==> src/rtl/dram_strobe_pkg.sv <==
package dram_strobe_pkg;

    typedef struct packed {
        logic ras_n;
        logic cas_n;
        logic we_n;
        logic oe_n;
    } strobe_t;

    typedef enum logic [1:0] {
        PH_IDLE = 2'd0,
        PH_ROW  = 2'd1,
        PH_CBR  = 2'd2
    } phase_e;

    localparam logic [2:0] KIND_NONE  = 3'd0;
    localparam logic [2:0] KIND_RONLY = 3'd1;
    localparam logic [2:0] KIND_CBR   = 3'd2;
    localparam logic [2:0] KIND_TMENT = 3'd3;
    localparam logic [2:0] KIND_READ  = 3'd4;
    localparam logic [2:0] KIND_EWR   = 3'd5;
    localparam logic [2:0] KIND_RMW   = 3'd6;

endpackage

==> src/rtl/dram_strobe_edge.sv <==
module dram_strobe_edge
    import dram_strobe_pkg::*;
(
    input  logic    clk,
    input  logic    rst_n,
    input  strobe_t pins,
    output strobe_t cur,
    output logic    ras_fall,
    output logic    ras_rise,
    output logic    cas_fall,
    output logic    cas_rise,
    output logic    we_fall
);

    typedef struct packed {
        strobe_t cur;
        logic    ras_p;
        logic    cas_p;
        logic    we_p;
    } edge_st_t;

    edge_st_t st_d, st_q;

    always_comb begin
        st_d       = st_q;
        st_d.cur   = pins;
        st_d.ras_p = st_q.cur.ras_n;
        st_d.cas_p = st_q.cur.cas_n;
        st_d.we_p  = st_q.cur.we_n;
    end

    always_ff @(posedge clk) begin
        if (!rst_n) begin
            st_q <= '1;
        end else begin
            st_q <= st_d;
        end
    end

    assign cur      = st_q.cur;
    assign ras_fall = st_q.ras_p & ~st_q.cur.ras_n;
    assign ras_rise = ~st_q.ras_p & st_q.cur.ras_n;
    assign cas_fall = st_q.cas_p & ~st_q.cur.cas_n;
    assign cas_rise = ~st_q.cas_p & st_q.cur.cas_n;
    assign we_fall  = st_q.we_p & ~st_q.cur.we_n;

endmodule

==> src/rtl/dram_cell_array.sv <==
module dram_cell_array #(
    parameter int ADDR_W = 3,
    parameter int DQ_W   = 4
) (
    input  logic              clk,
    input  logic              rst_n,
    input  logic              wr_en,
    input  logic              wr_grp,
    input  logic [ADDR_W-1:0] wr_row,
    input  logic [ADDR_W-1:0] wr_col,
    input  logic [DQ_W-1:0]   wr_data,
    input  logic [ADDR_W-1:0] rd_row,
    input  logic [ADDR_W-1:0] rd_col,
    output logic [DQ_W-1:0]   rd_word,
    output logic [DQ_W-1:0]   rd_cmp
);

    localparam int NROW = 1 << ADDR_W;
    localparam int NCOL = 1 << ADDR_W;
    localparam logic [ADDR_W-1:0] ROW_GMASK = ADDR_W'(1);
    localparam logic [ADDR_W-1:0] COL_GMASK = ADDR_W'(3);

    logic [NROW-1:0][NCOL-1:0][DQ_W-1:0] mem_d, mem_q;

    function automatic logic in_grp(input int r, input int c,
                                    input logic [ADDR_W-1:0] gr,
                                    input logic [ADDR_W-1:0] gc);
        return ((ADDR_W'(r) | ROW_GMASK) == (gr | ROW_GMASK)) &&
               ((ADDR_W'(c) | COL_GMASK) == (gc | COL_GMASK));
    endfunction

    always_comb begin
        mem_d = mem_q;
        if (wr_en) begin
            if (!wr_grp) begin
                mem_d[wr_row][wr_col] = wr_data;
            end else begin
                for (int r = 0; r < NROW; r++) begin
                    for (int c = 0; c < NCOL; c++) begin
                        if (in_grp(r, c, wr_row, wr_col)) begin
                            mem_d[r][c] = wr_data;
                        end
                    end
                end
            end
        end
    end

    always_ff @(posedge clk) begin
        if (!rst_n) begin
            mem_q <= '0;
        end else begin
            mem_q <= mem_d;
        end
    end

    assign rd_word = mem_q[rd_row][rd_col];

    for (genvar k = 0; k < DQ_W; k++) begin : g_cmp
        logic all_one;
        logic any_one;
        always_comb begin
            all_one = 1'b1;
            any_one = 1'b0;
            for (int r = 0; r < NROW; r++) begin
                for (int c = 0; c < NCOL; c++) begin
                    if (in_grp(r, c, rd_row, rd_col)) begin
                        all_one = all_one & mem_q[r][c][k];
                        any_one = any_one | mem_q[r][c][k];
                    end
                end
            end
        end
        assign rd_cmp[k] = all_one | ~any_one;
    end

endmodule

==> src/rtl/dram_strobe_decoder.sv <==
module dram_strobe_decoder
    import dram_strobe_pkg::*;
#(
    parameter int ADDR_W = 3,
    parameter int DQ_W   = 4
) (
    input  logic              clk,
    input  logic              rst_n,
    input  logic              ras_n,
    input  logic              cas_n,
    input  logic              we_n,
    input  logic              oe_n,
    input  logic [ADDR_W-1:0] addr,
    input  logic [DQ_W-1:0]   dq_i,
    output logic [DQ_W-1:0]   dq_o,
    output logic              dq_oe,
    output logic              test_mode,
    output logic              cyc_valid,
    output logic [2:0]        cyc_kind,
    output logic [ADDR_W-1:0] cyc_row
);

    typedef struct packed {
        phase_e            phase;
        logic [ADDR_W-1:0] row;
        logic [ADDR_W-1:0] col;
        logic [ADDR_W-1:0] rcnt;
        logic              tm;
        logic              cas_seen;
        logic              rd_act;
        logic              dvld;
        logic [DQ_W-1:0]   dout;
        logic              ev_vld;
        logic [2:0]        ev_kind;
        logic [ADDR_W-1:0] ev_row;
        logic [ADDR_W-1:0] addr_s;
        logic [DQ_W-1:0]   din_s;
    } dec_st_t;

    dec_st_t st_d, st_q;

    strobe_t pins, cur;
    logic    ras_fall, ras_rise, cas_fall, cas_rise, we_fall;

    logic              wr_en;
    logic [ADDR_W-1:0] wr_col;
    logic [DQ_W-1:0]   rd_word, rd_cmp;

    assign pins = '{ras_n: ras_n, cas_n: cas_n, we_n: we_n, oe_n: oe_n};

    dram_strobe_edge edge_i (
        .clk      (clk),
        .rst_n    (rst_n),
        .pins     (pins),
        .cur      (cur),
        .ras_fall (ras_fall),
        .ras_rise (ras_rise),
        .cas_fall (cas_fall),
        .cas_rise (cas_rise),
        .we_fall  (we_fall)
    );

    dram_cell_array #(
        .ADDR_W (ADDR_W),
        .DQ_W   (DQ_W)
    ) array_i (
        .clk     (clk),
        .rst_n   (rst_n),
        .wr_en   (wr_en),
        .wr_grp  (st_q.tm),
        .wr_row  (st_q.row),
        .wr_col  (wr_col),
        .wr_data (st_q.din_s),
        .rd_row  (st_q.row),
        .rd_col  (st_q.addr_s),
        .rd_word (rd_word),
        .rd_cmp  (rd_cmp)
    );

    always_comb begin
        st_d         = st_q;
        st_d.ev_vld  = 1'b0;
        st_d.ev_kind = KIND_NONE;
        st_d.addr_s  = addr;
        st_d.din_s   = dq_i;
        wr_en        = 1'b0;
        wr_col       = st_q.col;

        if (ras_fall) begin
            if (!cur.cas_n) begin
                // column strobe already low: refresh from the counter
                st_d.phase  = PH_CBR;
                st_d.ev_vld = 1'b1;
                st_d.ev_row = st_q.rcnt;
                st_d.rcnt   = st_q.rcnt + 1'b1;
                if (!cur.we_n) begin
                    st_d.tm      = 1'b1;
                    st_d.ev_kind = KIND_TMENT;
                end else begin
                    st_d.tm      = 1'b0;
                    st_d.ev_kind = KIND_CBR;
                end
            end else begin
                st_d.phase    = PH_ROW;
                st_d.row      = st_q.addr_s;
                st_d.cas_seen = 1'b0;
                st_d.rd_act   = 1'b0;
            end
        end else if (ras_rise) begin
            if (st_q.phase == PH_ROW && !st_q.cas_seen) begin
                st_d.ev_vld  = 1'b1;
                st_d.ev_kind = KIND_RONLY;
                st_d.ev_row  = st_q.row;
                st_d.tm      = 1'b0;
            end
            st_d.phase  = PH_IDLE;
            st_d.rd_act = 1'b0;
            if (cur.cas_n) begin
                st_d.dvld = 1'b0;
            end
        end else if (st_q.phase == PH_ROW) begin
            if (cas_fall) begin
                st_d.cas_seen = 1'b1;
                st_d.col      = st_q.addr_s;
                st_d.ev_vld   = 1'b1;
                st_d.ev_row   = st_q.row;
                if (!cur.we_n) begin
                    st_d.ev_kind = KIND_EWR;
                    wr_en        = 1'b1;
                    wr_col       = st_q.addr_s;
                    st_d.dvld    = 1'b0;
                    st_d.rd_act  = 1'b0;
                end else begin
                    st_d.ev_kind = KIND_READ;
                    st_d.dvld    = 1'b1;
                    st_d.dout    = st_q.tm ? rd_cmp : rd_word;
                    st_d.rd_act  = 1'b1;
                end
            end else if (we_fall) begin
                if (!cur.cas_n && st_q.rd_act) begin
                    st_d.ev_vld  = 1'b1;
                    st_d.ev_kind = KIND_RMW;
                    st_d.ev_row  = st_q.row;
                    wr_en        = 1'b1;
                    st_d.rd_act  = 1'b0;
                end
                st_d.dvld = 1'b0;
            end else if (cas_rise) begin
                st_d.rd_act = 1'b0;
            end
        end else begin
            if (cas_rise && cur.ras_n) begin
                st_d.dvld = 1'b0;
            end
            if (we_fall) begin
                st_d.dvld = 1'b0;
            end
        end
    end

    always_ff @(posedge clk) begin
        if (!rst_n) begin
            st_q <= '0;
        end else begin
            st_q <= st_d;
        end
    end

    assign dq_o      = st_q.dout;
    assign dq_oe     = st_q.dvld & ~cur.oe_n;
    assign test_mode = st_q.tm;
    assign cyc_valid = st_q.ev_vld;
    assign cyc_kind  = st_q.ev_kind;
    assign cyc_row   = st_q.ev_row;

endmodule

==> config.mk <==
export PLATFORM = sky130hd
export DESIGN_NAME = dram_strobe_decoder
export DESIGN_NICKNAME = d
export VERILOG_FILES = /design/src/rtl/dram_strobe_pkg.sv /design/src/rtl/dram_strobe_edge.sv /design/src/rtl/dram_cell_array.sv /design/src/rtl/dram_strobe_decoder.sv
export SDC_FILE = /design/constraint.sdc
export NUM_CORES = 1
export LEC_CHECK = 0
export BUFFER_PORTS_ARGS = -buffer_cell sky130_fd_sc_hd__buf_2
export CORE_MARGIN = 2
export CORE_UTILIZATION = 55
export CTS_CLUSTER_DIAMETER = 120
export DETAILED_ROUTE_END_ITERATION = 10
export PLACE_DENSITY = 0.69
export REMOVE_ABC_BUFFERS = 1
export SKIP_CTS_REPAIR_TIMING = 1
export SLEW_MARGIN = 10
export SYNTH_ARGS = -nofsm -noshare
export SYNTH_HDL_FRONTEND = slang
export SYNTH_SLANG_ARGS = --single-unit
==> constraint.sdc <==
create_clock -name clk -period 3.2 [get_ports clk]
set_input_delay 0.16 -clock clk [delete_from_list [all_inputs] [get_ports clk]]
set_output_delay 0.16 -clock clk [all_outputs]
set_load 0.03 [all_outputs]
### Yosys cells after proc, flatten, opt, wreduce, memory -nomap -nowiden

Cells that the tools add are included.

* flip-flop bits (word level): 296
* output and inout port bits: 13

* add/sub/neg operators: 1
* $lt $le $gt $ge: 5
* equality and inequality tests: 19
* muxes and demuxes: 575
* bitwise logic cells: 528
* reductions and logical operators: 50

Operators with widths (number)
* two-way mux 1 bit: 534
* AND 1 bit: 258
* bitwise mux 256 bit: 1
* two-way mux 256 bit: 1
* bitwise OR 1 bit: 256
* binary-select mux 32 bit (select 3 bit): 1
* demux 32 bit (select 3 bit): 1
* two-way mux 32 bit: 2
* two-way mux 7 bit: 8
* two-way mux 4 bit: 11
* logical AND 1 bit: 21
* AND reduction 2 bit: 10
* two-way mux 3 bit: 6
* inequality test 2 x 1 -> 1 bit (second input constant): 9
* two-way mux 2 bit: 8
* AND reduction 4 bit: 4
* NOT 1 bit: 14
* binary-select mux 4 bit (select 3 bit): 1
* demux 4 bit (select 3 bit): 1
* less-than comparator 3 x 4 -> 1 bit (second input constant): 3
* nonzero test 4 bit: 3
* AND reduction 5 bit: 2
* nonzero test 2 bit: 4
* greater-or-equal comparator 3 x 1 -> 1 bit (second input constant): 2
* other kinds (13): 17

### Depth between registers and ports, before layout

Gate-level depths: netlist of run 1.

* word-level depth: 132
* depth in mapped cells: 11

### Cells and area by module

Synthesis of run 1 repeated with hierarchy kept, for this count alone.

* cells, all modules: 1963
* area total of the unflattened synthesis: 16131.7 µm²

Modules (own cells, without submodules)
* dram_cell_array: times used 1, cells each 1785, area each 14437.6 µm², sequential area each 5124.9 µm²
* dram_strobe_decoder: times used 1, cells each 155, area each 1448.9 µm², sequential area each 660.6 µm²
* dram_strobe_edge: times used 1, cells each 23, area each 245.2 µm², sequential area each 140.1 µm²

### Worst setup path before layout of run 1

No wires, ideal clock.

* path kind: reg2reg
* from: register edge_i.st_q[2] (netlist bit)
* to: register array_i.mem_q[228] (netlist bit)
* library setup time: 128 ps
* arrival time: 2539 ps
* data required time: 3072 ps
* setup slack: 534 ps
* cell stages (with the launch flop): 12
* period minus slack after synthesis: 2666 ps
* cell sequence: dfxtp_1 > inv_1 > ha_1 > buf_6 > or4b_1 > buf_2 > or4_1 > buf_4 > a211oi_2 > o21ai_2 > mux2i_1 > nor2_1

* longest elaborated chain between the ends: 12

RTL lines
* start: declaration: RTL line dram_strobe_edge.sv:22 `edge_st_t st_d, st_q;`
* start signal: assignment: RTL line dram_strobe_edge.sv:36 `st_q <= st_d;`
* NOT 1 bit: RTL line dram_strobe_edge.sv:42 `assign ras_rise = ~st_q.ras_p & st_q.cur.ras_n;`
* AND 1 bit: RTL line dram_strobe_edge.sv:42
* two-way mux 3 bit: RTL line dram_strobe_decoder.sv:109 `end else if (ras_rise) begin`
* two-way mux 3 bit: RTL line dram_strobe_decoder.sv:89 `if (ras_fall) begin`
* less-than comparator 3 x 4 -> 1 bit (implied by the code) / greater-or-equal comparator 3 x 1 -> 1 bit (equally long branches): RTL line dram_cell_array.sv:36 `mem_d[wr_row][wr_col] = wr_data;`
* logical AND 1 bit (implied by the code): RTL line dram_cell_array.sv:36
* two-way mux 4 bit (implied by the code): RTL line dram_cell_array.sv:36
* demux 4 bit (select 3 bit)
* two-way mux 32 bit (implied by the code): RTL line dram_cell_array.sv:36
* demux 32 bit (select 3 bit)
* bitwise mux 256 bit: RTL line dram_cell_array.sv:36
* two-way mux 256 bit: RTL line dram_cell_array.sv:35 `if (!wr_grp) begin`
* end signal: assignment: RTL line dram_cell_array.sv:53 `mem_q <= mem_d;`
* end: declaration: RTL line dram_cell_array.sv:23 `logic [NROW-1:0][NCOL-1:0][DQ_W-1:0] mem_d, mem_q;`

Parallel ways exist; a longest one is shown, timed or not.
A chain may end at the register's enable or synchronous reset.

### Final worst setup path of run 1

* from: register st_q[29] (netlist bit)
* to: register st_q (netlist bit dq_o[0])

* longest elaborated chain between the ends: 132

RTL lines
* start: declaration: RTL line dram_strobe_decoder.sv:40 `dec_st_t st_d, st_q;`
* start signal: assignment: RTL line dram_strobe_decoder.sv:165 `st_q <= st_d;`
* zero test 2 bit: RTL line dram_cell_array.sv:28 `return ((ADDR_W'(r) | ROW_GMASK) == (gr | ROW_GMASK)) &&`
* logical AND 1 bit: RTL line dram_cell_array.sv:28
* two-way mux 1 bit: RTL line dram_cell_array.sv:67 `if (in_grp(r, c, rd_row, rd_col)) begin`
* bitwise OR 1 bit: RTL line dram_cell_array.sv:69 `any_one = any_one | mem_q[r][c][k];`
* two-way mux 1 bit: RTL line dram_cell_array.sv:67
* bitwise OR 1 bit: RTL line dram_cell_array.sv:69
* two-way mux 1 bit: RTL line dram_cell_array.sv:67
* bitwise OR 1 bit: RTL line dram_cell_array.sv:69
* [... 116 more ...]
* two-way mux 1 bit: RTL line dram_cell_array.sv:67
* bitwise OR 1 bit: RTL line dram_cell_array.sv:69
* two-way mux 1 bit: RTL line dram_cell_array.sv:67
* bitwise OR 1 bit: RTL line dram_cell_array.sv:69
* two-way mux 1 bit: RTL line dram_cell_array.sv:67
* NOT 1 bit: RTL line dram_cell_array.sv:74 `assign rd_cmp[k] = all_one | ~any_one;`
* bitwise OR 1 bit: RTL line dram_cell_array.sv:74
* two-way mux 4 bit (*): RTL line dram_strobe_decoder.sv:136 `st_d.dout = st_q.tm ? rd_cmp : rd_word;`

Every way passes the cells marked *; elsewhere a longest branch is shown, timed or not. The select of a mux whose other input is x is not followed.

==> results.md, run 1 <==
- Max stage delay on crit path: between 1 and 1.5 ns
- Run status: finished clean
- Least-Margin Pin Slew: approximately 1.3 ns
- Routability congestion estimate: between 0.9 and 1
- Post-Synth Adder-Cell Area: less than 1%
- Unique cell type count in the Yosys netlist: 75
- Port buffer count: 25
- Crit path DAT: about 3.5 ns
- CTS tree: yes
- H-tree depth: 2
- P&R area growth vs syn: 13.13%
- Crit-path cells: nor2b_1, a221oi_1, nor2_1, a2bb2oi_1, a32oi_1, o32ai_1
- Final WS setup: roughly 0.14 ns
- Static Leak: about 7.7 nW
- Tmin final: approximately 3 ns
- Pwr dens: 484.5 nW/µm²
- GRT overflow: 0
- CTS Buf Count: 35
- Final hold slack: approximately 0.14 ns
- Required @ worst endpoint: around 3.6 ns
- CP Launch Point: st_q[29]$_SDFFE_PN0P_
- Dpl ws: around 0.17 ns
- Vias in the first global route: 13.65k
- Mapped cell area: between 15000 and 20000 µm²
- Routed len/inst: between 20 and 30 µm
- Synthesized-area fraction occupied by ao, oa, aoi and oai cells: 15.94%
- Most frequent cells after synthesis: nor2_1, dfxtp_1, mux2i_1, clkbuf_1, nand2_1
- Post-DP HPWL: roughly 42 mm
- Final core occ: a little over three fifths
- Total track usage: between 30% and 40%
- Worst-path clk slew: 0.06 ns
- Initial antenna violation count: 1
- Syn Area/Cell: 8.879 µm²
- DRT antenna net count: 0
- Vias: roughly 15k
- Unrepaired setup endpoints after global routing: no
- Longest Clk Path Bufs: 3
- IO Pins: 26
- YS warnings: 0
- Tcrit/Tclk final: a little over nine tenths
- Worst flop-to-flop path endpoint: dq_o[0]$_SDFFE_PN0P_
- Mux contribution to synthesized area: 22.59%
- M3 GR Usage: about 7.7%
- Cells after Synth: 1780
- Worst r2r path cells: 6
- Simple-Gate Fraction of Synth Area: 19.05%
- FF-to-FF setup slack: between 0.1 and 0.15 ns
- Critical path fanouts, max: 38
- Maximum VDD drop: 0.3442 mV
- Area contributors post-synth: dfxtp_1, mux2i_1, nor2_1
- Largest area contributor in the netlist: dfxtp_1
- Hold Path Class: in2reg
- Post-synthesis xor/xnor area fraction: 0.1108%
- Row count: 62
- Grt met2 use: between 50% and 60%
- Crit Path Category: reg2reg
- Initial DRC count: between 2k and 2.5k
- Layout cells sized above 1: 15.96%
- Worst reg2reg path startpoint: st_q[29]$_SDFFE_PN0P_
- Root Driver: clkbuf_16
- N_diodes: 0
- Top cell type's share of synthesized area: between 30% and 40%
- Crit path to: dq_o[0]$_SDFFE_PN0P_
- Max cap viols: 0
- Core area: roughly 28000 µm²
- # DRC: 0
- Final Max Tran Viols: 0
- Initial Utilization: 55.52%
- Fin nets: 1796
- First-pass GRT wire length: approximately 88 mm
- Worst setup SP type: flop
- Worst Clk Skew: between 0.015 and 0.02 ns
- # clock sinks: 296
- TritonRoute pass-1 iters: 6
- Largest net degree at the start of global routing: 157
- Fmax: ~0.33 GHz
- Die X: approximately 170 µm
- Count leader, synth: nor2_1
- Busiest layer in global routing: met2
- Die Ht: 173.5 µm
- # setup viols final: 0
- Ys flop type: dfxtp_1
- Largest family of logic cells by synthesized area: multiplexers
- Post-synthesis register bit count: 296
- Vias/cell: 6.774
- Slew Limit Headroom: 10.73%
- Sequential share of the synthesized area: around 37%
- Asr flop ratio synth: 0%
- Die Footprint: roughly 30000 µm²
- Met1 Usage GRT: 53.65%
- Final hold violation count: 0
- Drt total wl: 58.99 mm
- Critical path capture point type: flop
- Crit path max-delay cell type: nor2b_1
- Worst-Skew Late Latency: 0.53 ns
- Number of synthesized flops with an enable pin: 0
==> worst max-delay path, delay by kind of cell, from the launching register on <==
kind	cells	cell delay, ns
DFF	1	0.69
AOI/OAI and AO/OA	4	0.89
and+or+nand+nor	2	1.34
==> worst min path at each step <==
stage | start | end | slack, ns | cells past startpoint
after global placement | oe_n | edge_i.cur[0]$_SDFF_PN1_ | 0.34 | 2
after detailed placement | cas_n | edge_i.cur[2]$_SDFF_PN1_ | 0.35 | 2
after CTS | oe_n | edge_i.cur[0]$_SDFF_PN1_ | -0.19 | 2
after floorplan | rst_n | edge_i.st_q[2]$_SDFF_PN1_ | 0.22 | 1
after global routing | rst_n | edge_i.st_q[2]$_SDFF_PN1_ | 0.14 | 3
final | rst_n | edge_i.st_q[1]$_SDFF_PN1_ | 0.14 | 3
==> through the flow <==
stage	setup TNS, ns	instance area, µm²	total power [mW]	std cells
finish	0	17880	8.662	2188
global route	0	17880	8.838	2188
CTS	0	17760	8.642	2177
detailed placement	0	16470	4.215	2114
global placement	0	16470	4.215	2114
floorplan	-376.77	15160	4.024	1626
==> power breakdown <==
| group | internal, mW | switching, mW |
|---|---|---|
| Sequential | 3.70 | 0.0501 |
| Combinational | 0.121 | 0.289 |
| Clock | 2.80 | 1.71 |
==> kinds of logic after synthesis <==
family	count (synthesis)
flops	296
compound gates	343
simple gates	632
fa+ha+maj	5
xor+xnor	2
mux	334
buf+inv	168
==> cell usage in the layout (no fill, tap or decap), types with 27 or more instances in the layout <==
cell type / n
nor2_1: 310
mux2i_1: 287
dfxtp_1: 287
buf_4: 73
nand2_1: 71
nand4_1: 62
nor4_1: 52
a21oi_1: 47
o21ai_0: 40
clkbuf_16: 36
nand3_1: 34
a211oi_1: 34
o21ai_2: 34
mux2_2: 32
o21ai_1: 27
==> metal layers <==
metal  up-vias  wire (µm)
met5         -         10
met4         2       2889
met3       197       5803
met2       929      25420
met1      7110      24870
li1       6584          -
==> cell type report <==
cell class | count | area, µm²
Fill cell | 2512 | 10590
Sequential cell | 296 | 5942
Timing Repair Buffer | 115 | 903.4
Multi-Input combinational cell | 1316 | 9198
Clock inverter | 21 | 342.8
Tap cell | 384 | 480.5
Clock buffer | 42 | 953.4
Inverter | 14 | 60.06
==> state kept, by name, summed over array words and instances (netlist names) <==
register,cells
array_i.mem_q,256
cyc_kind,3
cyc_row,3
cyc_valid,1
dq_o,4
edge_i.cur,4
edge_i.st_q,3
st_q,21
test_mode,1
No activity file was read; power rests on OpenSTA's default activity.
==> run 2: changes to the inputs <==
--- a/config.mk
+++ b/config.mk
@@ -6,6 +6,7 @@
 export NUM_CORES = 1
 export LEC_CHECK = 0
 export BUFFER_PORTS_ARGS = -buffer_cell sky130_fd_sc_hd__buf_2
+export CORE_ASPECT_RATIO = 1.75
 export CORE_MARGIN = 2
 export CORE_UTILIZATION = 55
 export CTS_CLUSTER_DIAMETER = 120
@@ -16,4 +17,5 @@
 export SLEW_MARGIN = 10
 export SYNTH_ARGS = -nofsm -noshare
 export SYNTH_HDL_FRONTEND = slang
+export SYNTH_HIERARCHICAL = 1
 export SYNTH_SLANG_ARGS = --single-unit
==> run 2 against run 1 <==
The flow now finishes with violations (negative hold slack). Flip-flop and latch count stayed put. Via count is 6.8% higher. Critical path type unchanged. Utilization is 2.4 points lower. Final cell count is 6.6% higher. Worst hold slack worse by 0.14 ns. Sequential power hardly changed. Clock-buffer cell count is 3 lower. Combinational power is 14% higher. Largest power group is now registers. Design area is 1.8% lower. Synthesized cell count is 10% higher.
==> results.md, run 2 <==
- Top cell type's share of synthesized area: 36.73% (-0.76 points)
- Critical path capture point type: flop
- Post-DP HPWL: 46.08 mm (+8.6%)
- CTS Buf Count: 27 (-23%)
- Longest Clk Path Bufs: 3 (unchanged)
- Row count: 83 (+34%)
- Ys flop type: dfxtp_1
- Setup TNS: 0 ns (unchanged)
- Largest net degree at the start of global routing: 185 (+18%)
- Layout cells sized above 1: 11.40% (-4.6 points)
- GRT overflow: 0 (unchanged)
- Routed len/inst: 27.01 µm (+0.19%)
- Max reg flops: 256 (unchanged)
- Critical path fanouts, max: 8 (-79%)
- Final hold slack: -0.003073 ns (-0.1410 ns)
- DRT antenna net count: 0 (unchanged)
- Tmin final: 3.030 ns (-0.02973 ns)
- Initial Utilization: 55.48% (about the same)
- IO Pins: 26 (unchanged)
- Pwr dens: 425.9 nW/µm² (-12%)
- Crit Path Category: reg2reg
- Worst Clk Skew: 0.01240 ns (-0.006476 ns)
- Vias in the first global route: 15.06k (+10%)
- Tcrit/Tclk final: 94.68% (-0.93 points)
- P&R area growth vs syn: 8.834%
- Biggest regs: array_i/mem_q x256, st_q x21
- Vias: 15.83k (+6.8%)
- Initial DRC count: 1198 (-43%)
- Worst-path clk slew: 0.07 ns (about the same)
- Die Ht: 230.6 µm (+33%)
- # DRC: 0 (unchanged)
- Total track usage: 40.39% (+1.9 points)
- Maximum VDD drop: 0.5572 mV (+62%)
- Worst reg2reg path startpoint: edge_i/cur[3]$_SDFF_PN1_
- Initial antenna violation count: 1 (unchanged)
- Slew Limit Headroom: 32.29% (+22 points)
- Count leader, synth: nand2_1
- Required @ worst endpoint: 3.68 ns (+0.05 ns)
- Post-synthesis register bit count: 296 (unchanged)
- Failing checks: negative hold slack
- Die X: 133.5 µm (-23%)
- YS warnings: 6 (+6)
- Hold Path Class: in2reg
- Worst-Skew Late Latency: 0.56 ns (+0.03 ns)
- Mapped cell area: 16130 µm² (+2.1%)
- Most frequent cells in the layout: nand2_1, dfxtp_1, o21ai_0
- Fin nets: 1943 (+8.2%)
- H-tree depth: 1 (-1)
- Dpl cell area: 16570 µm² (+0.63%)
- Die Footprint: 30770 µm² (+2.2%)
- Commonest non-fill, non-tap cell in the layout: nand2_1
- Top reg by flops: array_i/mem_q
- Largest area contributor in the netlist: dfxtp_1
- Cell area after layout: 17560 µm² (-1.8%)
- Max cap viols: 0 (unchanged)
- Cells after Synth: 1963 (+10%)
- First-pass GRT wire length: 93.42 mm (+5.6%)
- Routability congestion estimate: 1.082 (+8.4%)
- Dpl ws: 0.2784 ns (+0.1097 ns)
- CTS tree: yes
- Drt total wl: 62.99 mm (+6.8%)
- Final hold violation count: 1 (+1)
- Unrepaired setup endpoints after global routing: no
- Static Leak: 5.426 nW (-29%)
- Asr flop ratio synth: 0% (unchanged)
- CP Launch Point: edge_i/cur[3]$_SDFF_PN1_
- # clock sinks: 296 (unchanged)
- Core area: 29080 µm² (+2.1%)
- Worst r2r path cells: 11 (+5)
- Worst setup SP type: flop
- Root Driver: clkbuf_16
- Syn Area/Cell: 8.218 µm² (-7.4%)
- Worst flop-to-flop path endpoint: array_i/mem_q[55]$_SDFFE_PN0P_
- Crit path DAT: 3.51 ns (+0.02 ns)
- Vias/cell: 6.788 (+0.21%)
- Final WS setup: 0.1702 ns (+0.02973 ns)
- # fillers: 2607 (+3.8%)
- Fmax: 0.3301 GHz (+0.98%)
- Crit path to: array_i/mem_q[55]$_SDFFE_PN0P_
- Unique cell type count in the Yosys netlist: 75 (unchanged)
- Port buffer count: 25 (unchanged)
- FF-to-FF setup slack: 0.17 ns (+0.03 ns)
- # setup viols final: 0 (unchanged)
- TritonRoute pass-1 iters: 6 (unchanged)
- Final Max Tran Viols: 0 (unchanged)
- Most frequent cells after synthesis: nand2_1, dfxtp_1, o21ai_0, a21boi_0, a21boi_1
- Final Total Pwr: 7.477 mW (-14%)
- Run status: complete, but fails checks
- Number of synthesized flops with an enable pin: 0 (unchanged)
- Area contributors post-synth: dfxtp_1, o21ai_0, nand2_1
- Sequential share of the synthesized area: 36.73% (-0.76 points)
- Least-Margin Pin Slew: 1.016 ns (-0.3207 ns)
[run 2: cell count changes in the layout (fill, tap and decap cells not counted), moves of 110 or more]
cell,change
mux2i_1,-246
a21boi_0,+144
nand2_1,+226
a21boi_1,+110
nor2_1,-205
o21ai_0,+228
[run 2: area by class of cell]
type | instances | area, µm² | area share, %
Timing Repair Buffer | 109 | 904.6 | 5.153
Multi-Input combinational cell | 1490 | 9351 | 53.26
Clock inverter | 9 | 103.9 | 0.5915
Tap cell | 382 | 478.0 | 2.722
Inverter | 5 | 18.77 | 0.1069
Antenna cell | 2 | 5.005 | 0.02851
Sequential cell | 296 | 5944 | 33.86
Clock buffer | 39 | 750.7 | 4.276
[run 2: logic make-up (layout without fill, tap and decap cells)]
| family | count (synthesis) | count (layout) | synth area share [%] |
|---|---|---|---|
| adders and majority gates | 1 | 1 | 0.07755 |
| muxes | 88 | 88 | 8.594 |
| buffers and inverters | 177 | 162 | 5.546 |
| xor gates and xnor gates | 2 | 2 | 0.1086 |
| other | 0 | 2 | 0 |
| AOI/OAI and AO/OA | 738 | 738 | 29.14 |
| DFF | 296 | 296 | 36.73 |
| and+or+nand+nor | 661 | 661 | 19.80 |
[run 2: critical path, cell delays in order (launching register included)]
cell,delay [ns]
dfxtp_1,0.33
nor2b_1,0.20
nor4b_4,0.30
nand2_2,0.14
nor2_1,0.22
mux2_2,0.47
and3b_1,0.35
buf_4,0.22
a21oi_1,0.13
nor2_1,0.31
nand2_1,0.10
a21boi_0,0.16
[run 2: metal layers]
metal	GRT usage (%)	wire length, µm	up-vias
met5	0	0	-
met4	35.67	6870	0
met3	6.061	4088	316
met2	70.07	30870	780
met1	41.91	21160	7600
li1	-	-	7134
[run 2: how the worst min path moves through the flow]
stage                     slack [ns]   from                              to  cells after the start
after floorplan                 0.23  rst_n        edge_i/cur[0]$_SDFF_PN1_                      1
after CTS                      -0.23   we_n        edge_i/cur[1]$_SDFF_PN1_                      2
after detailed placement        0.35   oe_n        edge_i/cur[0]$_SDFF_PN1_                      2
final                         -0.003  rst_n   array_i/mem_q[1]$_SDFFE_PN0P_                      2
after global placement          0.34   we_n        edge_i/cur[1]$_SDFF_PN1_                      2
after global routing            0.01  rst_n  array_i/mem_q[13]$_SDFFE_PN0P_                      2
[run 2: power by group]
group          switching, mW  leakage (nW)  total [mW]  internal [mW]
Clock                   1.47         0.414        3.26           1.79
Sequential            0.0493          2.39        3.75           3.70
Combinational          0.290          2.62       0.467          0.177
Total                   1.81          5.43        7.48           5.66
[run 2: metrics by stage]
stage / instances / hold slack [ns] / util, %
6_report: 2332 / -0.003073 / 60.38
5_1_grt: 2330 / 0.01385 / 60.36
4_1_cts: 2318 / -0.2339 / 59.92
3_5_place_dp: 2270 / 0.3500 / 56.98
3_3_place_gp: 2270 / 0.3429 / 56.98
2_1_floorplan: 1791 / 0.2330 / -
